===== src/rtl/txq_pkg.sv =====
package txq_pkg;
    localparam int MIN_FRAME_BYTES = 60;
    localparam int MAX_FRAME_BYTES = 1514;
    localparam int LEN_HDR_BYTES   = 2;
    localparam int MAX_SLOT_BYTES  = MAX_FRAME_BYTES + LEN_HDR_BYTES;

    function automatic int buf_bytes(input logic [1:0] code);
        case (code)
            2'd2:    return 4096;
            2'd3:    return 8192;
            default: return 2048;
        endcase
    endfunction
endpackage


===== src/rtl/txq_frame_cost.sv =====
module txq_frame_cost #(
    parameter int LEN_W  = 11,
    parameter int BYTE_W = 14
) (
    input  logic [LEN_W-1:0]  len,
    output logic [BYTE_W-1:0] cost
);
    import txq_pkg::*;

    logic [BYTE_W-1:0] padded;

    always_comb begin
        if (int'(len) < MIN_FRAME_BYTES) padded = BYTE_W'(MIN_FRAME_BYTES);
        else                             padded = BYTE_W'(len);
        cost = padded + BYTE_W'(LEN_HDR_BYTES);
    end
endmodule


===== src/rtl/txq_space_limit.sv =====
module txq_space_limit #(
    parameter int BYTE_W = 14
) (
    input  logic [1:0]        code,
    output logic [BYTE_W-1:0] limit
);
    import txq_pkg::*;

    always_comb begin
        limit = BYTE_W'(buf_bytes(code) - MAX_SLOT_BYTES);
    end
endmodule


===== src/rtl/txq_watchdog.sv =====
module txq_watchdog #(
    parameter int TIMEOUT = 30
) (
    input  logic clk,
    input  logic rst_n,
    input  logic run,
    input  logic tick,
    input  logic restart,
    output logic expire
);
    localparam int WD_W = $clog2(TIMEOUT + 1);

    logic [WD_W-1:0] cnt_d, cnt_q;

    always_comb begin
        expire = run && tick && (cnt_q == WD_W'(TIMEOUT - 1));
        cnt_d  = cnt_q;
        if (restart)          cnt_d = '0;
        else if (run && tick) cnt_d = cnt_q + 1'b1;
    end

    always_ff @(posedge clk or negedge rst_n) begin
        if (!rst_n) cnt_q <= '0;
        else        cnt_q <= cnt_d;
    end
endmodule


===== src/rtl/txq_batch_sched.sv =====
module txq_batch_sched #(
    parameter int LEN_W   = 11,
    parameter int CNT_W   = 7,
    parameter int BYTE_W  = 14,
    parameter int TIMEOUT = 30
) (
    input  logic              clk,
    input  logic              rst_n,
    input  logic [1:0]        buf_size_code,
    input  logic              push_valid,
    input  logic [LEN_W-1:0]  push_len,
    output logic              push_ready,
    input  logic              tx_done,
    input  logic              wd_tick,
    output logic              start_valid,
    output logic [7:0]        start_cmd,
    output logic              busy,
    output logic              tx_err,
    output logic [CNT_W-1:0]  pend_count,
    output logic [BYTE_W-1:0] pend_bytes
);
    localparam logic [CNT_W-1:0] CNT_MAX = '1;

    typedef struct packed {
        logic              started;
        logic [CNT_W-1:0]  cnt;
        logic [BYTE_W-1:0] bytes;
        logic              sv;
        logic [7:0]        cmd;
        logic              err;
    } sched_t;

    sched_t            s_d, s_q;
    logic [BYTE_W-1:0] frame_cost;
    logic [BYTE_W-1:0] space_limit;
    logic              wd_expire;
    logic              launch;
    logic              wd_restart;
    logic              accept;

    txq_frame_cost #(.LEN_W(LEN_W), .BYTE_W(BYTE_W)) u_cost (
        .len  (push_len),
        .cost (frame_cost)
    );

    txq_space_limit #(.BYTE_W(BYTE_W)) u_limit (
        .code  (buf_size_code),
        .limit (space_limit)
    );

    txq_watchdog #(.TIMEOUT(TIMEOUT)) u_wd (
        .clk     (clk),
        .rst_n   (rst_n),
        .run     (s_q.started),
        .tick    (wd_tick),
        .restart (wd_restart),
        .expire  (wd_expire)
    );

    always_comb begin
        push_ready = !wd_expire && (s_q.cnt != CNT_MAX) && (s_q.bytes < space_limit);
        accept     = push_valid && push_ready;
        s_d        = s_q;
        s_d.sv     = 1'b0;
        s_d.err    = 1'b0;
        launch     = 1'b0;
        if (wd_expire) begin
            s_d.started = 1'b0;
            s_d.cnt     = '0;
            s_d.bytes   = '0;
            s_d.err     = 1'b1;
        end else begin
            // completion is handled before a push of the same cycle
            if (tx_done && s_q.started) begin
                if (s_q.cnt != '0) begin
                    s_d.sv    = 1'b1;
                    s_d.cmd   = {1'b1, 7'(s_q.cnt)};
                    s_d.cnt   = '0;
                    s_d.bytes = '0;
                    launch    = 1'b1;
                end else begin
                    s_d.started = 1'b0;
                end
            end
            if (accept) begin
                if (!s_d.started) begin
                    s_d.started = 1'b1;
                    s_d.sv      = 1'b1;
                    s_d.cmd     = 8'h81;
                    launch      = 1'b1;
                end else begin
                    s_d.cnt   = s_d.cnt + 1'b1;
                    s_d.bytes = s_d.bytes + frame_cost;
                end
            end
        end
        wd_restart = launch || !s_d.started;
    end

    always_ff @(posedge clk or negedge rst_n) begin
        if (!rst_n) s_q <= '0;
        else        s_q <= s_d;
    end

    assign start_valid = s_q.sv;
    assign start_cmd   = s_q.cmd;
    assign busy        = s_q.started;
    assign tx_err      = s_q.err;
    assign pend_count  = s_q.cnt;
    assign pend_bytes  = s_q.bytes;
endmodule


===== config.mk =====
export PLATFORM = sky130hd
export DESIGN_NAME = txq_batch_sched
export DESIGN_NICKNAME = d
export VERILOG_FILES = /design/src/rtl/txq_pkg.sv /design/src/rtl/txq_frame_cost.sv /design/src/rtl/txq_space_limit.sv /design/src/rtl/txq_watchdog.sv /design/src/rtl/txq_batch_sched.sv
export SDC_FILE = /design/constraint.sdc
export NUM_CORES = 1
export LEC_CHECK = 0
export BUFFER_PORTS_ARGS = -buffer_cell sky130_fd_sc_hd__buf_2
export CORE_UTILIZATION = 50
export DETAILED_ROUTE_END_ITERATION = 7
export PLACE_DENSITY_LB_ADDON = 0.15
export SYNTH_ARGS = -nofsm -noshare
export SYNTH_HDL_FRONTEND = slang
export SYNTH_SLANG_ARGS = --single-unit

===== constraint.sdc =====
create_clock -name clk -period 3.94 [get_ports clk]
set_input_delay 0.197 -clock clk [delete_from_list [all_inputs] [get_ports clk]]
set_output_delay 0.197 -clock clk [all_outputs]
set_load 0.005 [all_outputs]

==> results.md <==
- Buffers inserted during clock tree synthesis total 5.
- Yosys attributes the largest share of cell area to sky130_fd_sc_hd__dfrtp_1, sky130_fd_sc_hd__ha_1, sky130_fd_sc_hd__a21oi_1, sky130_fd_sc_hd__mux2i_1, sky130_fd_sc_hd__nand2_1.
- The master cell of the clock root buffer is sky130_fd_sc_hd__clkbuf_8.
- The global route total overflow is 0.
- The number of iterations in the first detailed-routing pass is 4.
- The minimum setup slack after placement is 0.0773 ns.
- The quantity of I/O buffers inserted on ports is 50.
- The launch instance of the worst register-to-register path is pend_count[3].
- Entering global routing, the biggest net connects 38 pins.
- The largest fanout on the critical path is 5.
- The synthesis-stage register bit count is 37.
- The clock-pin slew on the worst setup and hold paths is 0.07 ns.
- The number of hold violations in the final report is 0.
- Dividing total power by cell area gives a power density of 618 nW/um2.
- The worst register-to-register path has a depth of 12.
- TritonCTS built the clock tree.
- The number of distinct standard cells referenced by the synthesized netlist is 60.
- The die footprint is 5720 um2.
- Setup repair after global routing left no endpoint under its margin.
- The number of nets handed over by synthesis was 330.
- The largest vdd supply drop is 0.000339 V.
- The worst min-delay path category is in -> async.
- The number of cells produced by synthesis is 292.
- Routability-driven placement finished with a final weighted congestion of 0.871.
- The reg-to-reg setup timing slack is 0.55 ns.
- The final setup slack of the worst path is 0.349 ns.
- The cell row count is 26.
- The critical path launch point type is an input port.
- The number of antenna violations at the first check in global routing was 0.
- The endpoint identified for the worst register-to-register timing path is pend_bytes[12].
- The number of enable flip-flop cells after synthesis is 0.
- The predominant post-synthesis flop cell is sky130_fd_sc_hd__dfrtp_1.
- Setup total negative slack on the finished layout was measured at 0 ns.
- The data arrival time of the critical path is 3.76 ns.
- The final antenna diode count is 0.
- The top-area cell type share of the netlist area is 0.342.
- The fraction of synthesis flops using an asynchronous set or reset pin is 1.00.
- The die is 75.6 um wide.
- STA classifies the critical path endpoint as a register.
- The initial standard-cell utilization of the core is 0.524.
- The setup-violating endpoint count in the final report is 0.
- The largest total area in the synthesized netlist belongs to sky130_fd_sc_hd__dfrtp_1.
- Clock tree synthesis found a total of 37 sinks.
- The global-route wire length before repair is 9530 um.
- The detailed-route wire length per cell is 14.0 um.
- The final-report max-slew violation count is 0.
- The worst setup path is of the in -> reg kind.
- The final design utilization is 0.601.
- The count of placed standard cells including taps is 406.
- The worst path needs 3.59 ns of the cycle, external delays included.
- The wire-length estimate of the detail-placed layout is 4400 um.
- In the routed design, unresolved DRC markers number 0.
- The core footprint is 5170 um2.
- In the final layout, the share of cells above drive strength 1 is 0.233.
- For this run, the top clock speed supported by timing is 278 MHz.
- For this block, the routed nets add up to 5790 um of wire.
- The total number of vias is 2321.
- The average size of a mapped cell is 9.28 um2.
- The endpoint of the most critical setup path is pend_bytes[12].
- Final hold analysis gives a worst-case slack of 0.00269 ns.
- The count of nets left with antenna violations after detail routing is 0.
- Data on the critical path is required at its endpoint by 4.11 ns.
- The worst slew slack as a fraction of its limit is 0.448.
- Of the available clock period, the critical path in the final layout requires 0.911.
- In this run, the number of DRC markers left after iteration 0 of detailed routing was 131.
- The final layout net count is 381.
- The number of gates resized after CTS is 0.
- Yosys printed 0 warnings.
- For this run, the number of standard cells in the final layout without fillers is 414.
- The height of the die is 75.6 um.
- In the global route stage, overall resource usage came out at 0.221.
- In this run, post-CTS hold repair placed 0 buffers.
- The clock tree skew after final layout is 0.00542 ns.
- The run finished with clean final reports.
- The average vias per placed instance is 5.61.
- After synthesis the cells add up to 2710 um2.
- The H-tree depth reported by CTS is 2.
- Of the synthesized area, sequential elements account for 0.342.
- The layout-stage area growth over the synthesis result is 14.8%.
- In this run the static leakage power is 0.00159 uW.
- The post-CTS setup buffer count is 0.
- In this run the count of I/O pins placed on the die edge is 51.
- The critical path startpoint is push_len[7].
- The number of global-route vias before repair came to 2102.
- The tool flagged a number of max-cap violations equal to 0.
- The measured slew at the worst slew-check pin is 0.828 ns.
- No sink is reached through more buffers than the 2 on the longest clock path.
- The latest clock arrival within the worst-skew pair is 0.29 ns.
[routing by layer]
layer,wire [um],up-vias,global-route usage,share of wire
met5,0,-,0,0
met4,42,0,0.0617,0.0073
met3,184,5,0.0384,0.032
met2,2700,50,0.351,0.47
met1,2860,1101,0.311,0.49
li1,-,1165,-,-
[cells by family (layout without fill, tap and decap cells)]
logic type	Yosys count	after routing	share of synthesized area
AND/OR/NAND/NOR	117	117	0.249
adder cells (fa/ha/maj)	20	20	0.0952
XOR/XNOR	20	20	0.0647
flip-flops	37	37	0.342
buffers and inverters	19	71	0.0333
other	1	1	0.00138
AO/OA/AOI/OAI	65	65	0.166
multiplexers	13	13	0.0485
[per-stage QoR]
step	cell area, um2	power, uW
after floorplan	2710	1370
after global placement	3010	1620
after detailed placement	3010	1630
after CTS	3110	1930
after global routing	3110	2100
final	3110	1920
[flip-flops by register name (all words and copies together) (netlist names)]
name / cells
start_valid: 1
start_cmd: 8
u_wd.cnt_q: 5
pend_count: 7
busy: 1
tx_err: 1
pend_bytes: 14
[how the worst min path moves through the flow]
stage | start | end | slack [ns]
after global routing | rst_n | start_cmd[6] | 0.07
after floorplan | rst_n | busy | -0.1
after global placement | rst_n | u_wd.cnt_q[4] | 0.35
final | rst_n | tx_err | 0.003
after detailed placement | rst_n | pend_bytes[9] | 0.35
after CTS | rst_n | pend_bytes[9] | 0.03
[power breakdown]
group	internal [uW]	leakage, uW	switching [uW]
combinational	489	0.00105	587
sequential	473	0.000482	82.8
clock	158	0.0000542	130
[area by class of cell]
cell class                      count  area, um2
Fill cell                         465       2060
Clock buffer                        7       96.3
Clock inverter                      1       5.00
Inverter                           12       45.0
Timing Repair Buffer               51        258
Sequential cell                    37        926
Tap cell                           70       87.6
Multi-Input combinational cell    236       1690
[worst max-delay path: stages]
cell and delay (ns):
sky130_fd_sc_hd__buf_2 0.13, sky130_fd_sc_hd__or4_1 0.58, sky130_fd_sc_hd__a211oi_1 0.30, sky130_fd_sc_hd__nand2b_1 0.23
sky130_fd_sc_hd__inv_1 0.06, sky130_fd_sc_hd__ha_1 0.22, sky130_fd_sc_hd__a311oi_1 0.28, sky130_fd_sc_hd__nor2_1 0.09
sky130_fd_sc_hd__ha_1 0.35, sky130_fd_sc_hd__and3_1 0.20, sky130_fd_sc_hd__a221oi_2 0.37, sky130_fd_sc_hd__o21ai_0 0.24
sky130_fd_sc_hd__o31ai_1 0.32, sky130_fd_sc_hd__a211o_2 0.15, sky130_fd_sc_hd__nand2_1 0.05
[synthesized netlist by cell type (5+ instances only)]
| master | n |
|---|---|
| sky130_fd_sc_hd__dfrtp_1 | 37 |
| sky130_fd_sc_hd__nand2_1 | 26 |
| sky130_fd_sc_hd__a21oi_1 | 24 |
| sky130_fd_sc_hd__nor2_1 | 23 |
| sky130_fd_sc_hd__ha_1 | 19 |
| sky130_fd_sc_hd__and2_1 | 15 |
| sky130_fd_sc_hd__mux2i_1 | 12 |
| sky130_fd_sc_hd__nand3_1 | 12 |
| sky130_fd_sc_hd__inv_1 | 11 |
| sky130_fd_sc_hd__xor2_1 | 11 |
| sky130_fd_sc_hd__xnor2_1 | 9 |
| sky130_fd_sc_hd__and3_1 | 8 |
| sky130_fd_sc_hd__o21ai_0 | 7 |
| sky130_fd_sc_hd__nand4_1 | 5 |
[layout by cell type (no fill, tap or decap), drive strengths merged, types with 11 or more instances in the layout]
cell type  instances
buf               51
dfrtp             37
nand2             28
a21oi             25
nor2              23
ha                19
and2              16
nand3             12
mux2i             12
inv               12
xor2              11
Note: power is estimated with default switching activity, not from simulation.
